**config.mk**
```make
export PLATFORM = sky130hd
export DESIGN_NAME = gpio_irq_bank
export DESIGN_NICKNAME = d
export VERILOG_FILES = /design/src/rtl/gpio_irq_bank.sv
export SDC_FILE = /design/constraint.sdc
export NUM_CORES = 1
export LEC_CHECK = 0
export BUFFER_PORTS_ARGS = -buffer_cell sky130_fd_sc_hd__buf_2
export CORE_MARGIN = 3
export CORE_UTILIZATION = 53
export DETAILED_ROUTE_END_ITERATION = 8
export GPL_TIMING_DRIVEN = 0
export PLACE_DENSITY = 0.79
export SLEW_MARGIN = 0
export SYNTH_ARGS = -nofsm -noshare
export SYNTH_HDL_FRONTEND = slang
export SYNTH_SLANG_ARGS = --single-unit
```
**constraint.sdc**
```tcl
create_clock -name clk -period 1.9 [get_ports clk]
set_input_delay 0.19 -clock clk [delete_from_list [all_inputs] [get_ports clk]]
set_output_delay 0.19 -clock clk [all_outputs]
set_load 0.01 [all_outputs]
```
**src/rtl/gpio_irq_bank.sv**
```systemverilog
module gpio_irq_bank #(
  parameter int NPINS = 16,
  parameter int AW    = 5
) (
  input  logic             clk,
  input  logic             rst_n,
  input  logic [AW-1:0]    reg_addr,
  input  logic             reg_we,
  input  logic [31:0]      reg_wdata,
  output logic [31:0]      reg_rdata,
  input  logic [NPINS-1:0] pad_in,
  output logic [NPINS-1:0] pad_out,
  output logic [NPINS-1:0] pad_oe,
  output logic             irq
);

  localparam logic [2:0] W_OUT  = 3'd0;
  localparam logic [2:0] W_OE   = 3'd1;
  localparam logic [2:0] W_IN   = 3'd2;
  localparam logic [2:0] W_TYPE = 3'd3;
  localparam logic [2:0] W_POL  = 3'd4;
  localparam logic [2:0] W_EN   = 3'd5;
  localparam logic [2:0] W_CLR  = 3'd6;
  localparam logic [2:0] W_STAT = 3'd7;

  logic [NPINS-1:0] out_r, oe_r, type_r, pol_r, en_r, status_r;
  logic [NPINS-1:0] sync1, sync2, prev;
  logic [NPINS-1:0] rise, fall, edge_evt, lvl_evt, evt, clr_mask;
  logic [NPINS-1:0] wd;
  logic [2:0]       widx;
  logic             irq_r;

  assign widx = reg_addr[4:2];
  assign wd   = reg_wdata[NPINS-1:0];

  logic unused_bits;
  assign unused_bits = &{1'b0, reg_addr, reg_wdata};

  function automatic logic wr_to(input logic [2:0] idx, input logic [2:0] w, input logic we);
    return we && (idx == w);
  endfunction

  always_ff @(posedge clk or negedge rst_n) begin
    if (!rst_n) begin
      out_r  <= '0;
      oe_r   <= '0;
      type_r <= '0;
      pol_r  <= '0;
      en_r   <= '0;
    end else begin
      if (wr_to(widx, W_OUT,  reg_we)) out_r  <= wd;
      if (wr_to(widx, W_OE,   reg_we)) oe_r   <= wd;
      if (wr_to(widx, W_TYPE, reg_we)) type_r <= wd;
      if (wr_to(widx, W_POL,  reg_we)) pol_r  <= wd;
      if (wr_to(widx, W_EN,   reg_we)) en_r   <= wd;
    end
  end

  always_ff @(posedge clk or negedge rst_n) begin
    if (!rst_n) begin
      sync1 <= '0;
      sync2 <= '0;
      prev  <= '0;
    end else begin
      sync1 <= pad_in;
      sync2 <= sync1;
      prev  <= sync2;
    end
  end

  assign rise     = sync2 & ~prev;
  assign fall     = ~sync2 & prev;
  assign edge_evt = (pol_r & rise) | (~pol_r & fall);
  assign lvl_evt  = (pol_r & sync2) | (~pol_r & ~sync2);
  assign evt      = (type_r & edge_evt) | (~type_r & lvl_evt);
  assign clr_mask = wr_to(widx, W_CLR, reg_we) ? wd : '0;

  always_ff @(posedge clk or negedge rst_n) begin
    if (!rst_n) begin
      status_r <= '0;
      irq_r    <= 1'b0;
    end else begin
      status_r <= (status_r & ~clr_mask) | evt;
      irq_r    <= |(status_r & en_r);
    end
  end

  assign pad_out = out_r;
  assign pad_oe  = oe_r;
  assign irq     = irq_r;

  always_comb begin
    reg_rdata = '0;
    case (widx)
      W_OUT:   reg_rdata[NPINS-1:0] = out_r;
      W_OE:    reg_rdata[NPINS-1:0] = oe_r;
      W_IN:    reg_rdata[NPINS-1:0] = sync2;
      W_TYPE:  reg_rdata[NPINS-1:0] = type_r;
      W_POL:   reg_rdata[NPINS-1:0] = pol_r;
      W_EN:    reg_rdata[NPINS-1:0] = en_r;
      W_STAT:  reg_rdata[NPINS-1:0] = status_r;
      default: reg_rdata = '0;
    endcase
  end

  assert_pads_hold_R2: assert property (@(posedge clk) disable iff (!rst_n)
    !$past(reg_we) |-> ($stable(pad_oe) && $stable(pad_out)));

  assert_pending_needs_event_R4: assert property (@(posedge clk) disable iff (!rst_n)
    (status_r & ~$past(status_r) & ~$past(evt)) == '0);

  assert_clear_takes_R6: assert property (@(posedge clk) disable iff (!rst_n)
    $past(rst_n) |-> ((status_r & $past(clr_mask) & ~$past(evt)) == '0));

  assert_event_wins_R7: assert property (@(posedge clk) disable iff (!rst_n)
    $past(rst_n) |-> ((status_r & $past(evt)) == $past(evt)));

  assert_steady_pad_no_edge_R8: assert property (@(posedge clk) disable iff (!rst_n)
    (sync2 == prev) |-> ((evt & type_r) == '0));

  assert_irq_needs_enable_R9: assert property (@(posedge clk) disable iff (!rst_n)
    ($past(en_r) == '0) |-> !irq);

endmodule

```
# Word level (Yosys, flattened, before mapping)

Cells that the tools add are included.

Magnitude comparators: 0
Equality and inequality tests: 7
Shift operators: 0
Bitwise logic cells: 19
Multiplexer cells: 2
Div/mod/pow operators: 0
Reductions and logical operators: 8
Multiply operators: 0
Add/subtract/negate cells: 0

Operator list:

| kind               | count |
|---|---|
| $and 16x16->16     | 10 |
| $pmux 16 s7        | 1 |
| $not 16->16        | 5 |
| $or 16x16->16      | 4 |
| $mux 16            | 1 |
| $reduce_or 16->1   | 1 |
| $eq 3x3->1 const B | 4 |
| $eq 3x2->1 const B | 2 |
| $logic_and 1x1->1  | 6 |
| $eq 3x1->1 const B | 1 |
| $logic_not 3->1    | 1 |

Memories: 0
Input port bits: 56
Memory bits (writable): 0
Bits in latches: 0
Word-level logic and storage cells: 46
Output and inout port bits: 65
Bits in read-only memories: 0
Bits in registers: 145

# Longest topological paths before layout

Word-level depth: 7
Gate-level depth with buffers: 6
Gate-level depth less buffers: 3

# Worst setup path after synthesis

No wires, ideal clock.

Path type: input to register
From: input port reg_addr[3]
To: register out_r[10] (netlist: pad_out[10])
Slack: 276 ps
Required time: 1775 ps
Stages on the path: 6
Data arrival time: 1499 ps
Path buffers: 3
Path through: buf_6 > or2_1 > buf_6 > nor3b_4 > buf_8 > mux2_4

Cells in the longest elaborated chain, start to end: 2

Ends and longest elaborated chain:

| what                   | line | text |
|---|---|---|
| start: declaration     | 7    | `input logic [AW-1:0] reg_addr,` |
| $logic_not 3->1        | 40   | `return we && (idx == w);` |
| $logic_and 1x1->1      | 40   |  |
| end signal: assignment | 51   | `if (wr_to(widx, W_OUT, reg_we)) out_r <= wd;` |
| end: declaration       | 26   | `logic [NPINS-1:0] out_r, oe_r, type_r, pol_r, en_r, status_r;` |

Every way passes these cells.
A chain may end at the register's enable or synchronous reset.

# Worst setup path after layout

From: register en_r[10]
To: output port reg_rdata[10]

Cells in the longest elaborated chain, start to end: 1

Ends and longest elaborated chain:

| what                     | line | text |
|---|---|---|
| start: declaration       | 26   |  |
| start signal: assignment | 55   | `if (wr_to(widx, W_EN, reg_we)) en_r <= wd;` |
| $pmux 16 s7              | 94   | `case (widx)` |
| end: declaration         | 10   | `output logic [31:0] reg_rdata,` |

Every way passes these cells.

==> results.cfg <==
[clocking]
cts_htree_levels = 4
cts_tree = built
cts_root_buf = clkbuf_16
cts_buffers = 17
cts.path.max_buffers = 2
clk_latency_ns = 0.42
cts.sinks = 145
clkTransAtPathRegs_ns = 0.06

[synth]
synth.top_cell.area_share = 0.577
synth_largest_area_cell = dfrtp_1
ys_ff_latch = 145
synthTopCellsByCount = dfrtp_1, mux2_2, nand2_1, nand3_1
synth_edf_count = 0
synthFlopType = dfrtp_1
yosysSeqAreaShare = 0.577
netlist_instances = 494
netlist_area_um2 = 6290
synth_warnings = 0
netlist_top_cells_area = dfrtp_1, mux2_2, nand2_1, mux2i_1, mux2_4
synth-async-reset-ratio = 1.00
avgSynthCellArea_um2 = 12.7
yosys.cell_types.count = 34
yosysMostFrequentCell = dfrtp_1

[worst_hold_path]
min-delay-start = reg_wdata[11]
hp-class = primary input to flip-flop

[detailed_routing]
dr_wl_met3_um = 996
wl_mm = 15.7
wl_per_cell_um = 20.0
vias_per_cell = 5.82
drtPass1Iterations = 5
drc = 0
drt-met1-wl_mm = 6.47
highest_layer = met4
dr_wl_met2_mm = 7.78
vias = 4578
ant_nets = 0
drtIter0Drc = 416

[setup_path]
path_class = flip-flop to primary output
critPathArrivalTime_ns = 1.70
end_kind = primary output
worst-path-buf-inv = 1
crit_chain = mux4_2, mux2_4, buf_6
cpLargestDelayFamily = multiplexers
critPathMaxFanout = 3
cpMaxStageDelayCell = mux4_2
max_stage_delay_ns = 0.48
start_kind = flip-flop
r2r-start = en_r[11]$_DFFE_PN0P_
cp.required_ns = 1.71
cp-startpoint = en_r[10]$_DFFE_PN0P_

[global_routing]
grt_start_max_net_pins = 106
grt_pass1_vias = 4705
grt_pass1_wl_mm = 25.0
antenna_found_initial = 0
gr-usage-all-layers = 0.249
grt_overflow = 0

[timing]
tightest_slew_ns = 0.656
rsz0062_at_grt = true
finalSetupViolCount = 0
max_freq_ghz = 0.530
hold_viol_final = 0
maxSlewHeadroom = 0.563
fin_crit_sh = 0.993
period_minus_slack_ns = 1.89
fin_skew_ns = 0.00711
report.final.slew_viol_count = 0
tns_ns = 0

[floorplanning]
die_y_um = 115
pin_count = 121
dieWidth_um = 115
start_util = 0.546
die-area_um2 = 13200
rows = 39
core_um2 = 11500

[placed_design]
dp_hpwl_mm = 10.6
portBuffers = 84
placed_area_um2 = 6980
routabilityCongestion = 0.835

[final_layout]
drive_above_1_share = 0.368
antenna_cells = 0
finalInstanceArea_um2 = 7810
area_growth_pct = 24.1
fin_nets = 687

[run]
drv_cap = 0

[run_status]
status = complete, no violations

[power]
p_per_area_nw_per_um2 = 1150
ir_worst_vdd_v = 0.000685
power_mw = 8.94
power_leakage_nw = 3.61
-- cells in the final DEF, fill, tap and decap left out, drive strengths merged, types with 6 or more instances in the layout --
master       Yosys  final
dlygate4sd3      0     17
a2bb2oi         14     14
clkinv           0      6
o311ai          16     16
o21ai           16     16
nor2b           16     16
nand2           50     50
inv             18     18
conb             1     16
clkbuf          11     29
mux2i           16     16
buf             29    116
nand3           30     30
mux2            81     81
o22a            15     15
a22oi           14     14
dfrtp          145    145
-- layer usage --
metal | up-vias | GRT usage
li1 | 2042 | -
met1 | 2292 | 0.321
met2 | 205 | 0.407
met3 | 39 | 0.0521
met4 | 0 | 0.114
met5 | - | 0
-- cells by family (layout without fill, tap and decap cells) --
logic type,count (synthesis),count (layout),share of synthesized area
AOI/OAI and AO/OA,86,86,0.107
buffers and inverters,58,193,0.0521
DFF,145,145,0.577
muxes,98,98,0.180
other,1,16,0.000596
and+or+nand+nor,106,106,0.0837
-- registers in the layout, indices dropped and copies added (netlist names) --
name and count:
pad_oe 16, sync2 16, pol_r 16, type_r 16
prev 16, irq 1, status_r 16, sync1 16
en_r 16, pad_out 16
-- per-stage QoR --
step           setup WS, ns  utilization  hold slack (ns)  cells
2_1_floorplan         0.276            -           -0.106    509
3_3_place_gp          -1.27        0.603            0.298    736
3_5_place_dp         -0.189        0.606            0.126    737
4_1_cts             0.00691        0.677           0.0690    787
5_1_grt             -0.0233        0.678           0.0883    787
6_report             0.0136        0.678           0.0744    787
-- report_power, final --
part	total, mW	switching, mW	internal [mW]
logic	1.48	0.679	0.803
clock network	3.49	1.29	2.20
registers	3.97	0.425	3.55
total	8.94	2.40	6.54
-- worst reg2reg max path: stages, from the launching register on --
cell and delay, ns:
dfrtp_1 0.42, a22o_1 0.23, a221oi_1 0.31, nand4_1 0.17
-- layout make-up --
class,count,area [um2]
sequential,145,3630
fill,835,3710
buffer,40,277
inverter,18,67.6
clock buffer,19,433
timing repair buffer,103,638
clock inverter,13,188
tap,143,179
multi-input combinational,306,2400
-- repair_timing --
item                                   4_1_cts  5_1_grt
hold buffers                                17        0
setup endpoints to repair                   12        7
resized for setup                            7        6
endpoints found under the hold margin       56        0
setup buffers                                1        0
-- final timing paths --
kind	end	cells past startpoint	slack (ns)
worst max register to register	irq$_DFF_PN0_	3	0.62
worst min register to register	sync2[10]$_DFF_PN0_	0	0.35
max in group asynchronous	sync1[3]$_DFF_PN0_	3	0.84
worst min-delay path	pol_r[11]$_DFFE_PN0P_	2	0.07
min in group asynchronous	pad_oe[12]$_DFFE_PN0P_	2	0.24
worst max-delay path	reg_rdata[10]	3	0.01
No activity file was read; power rests on OpenSTA's default activity.
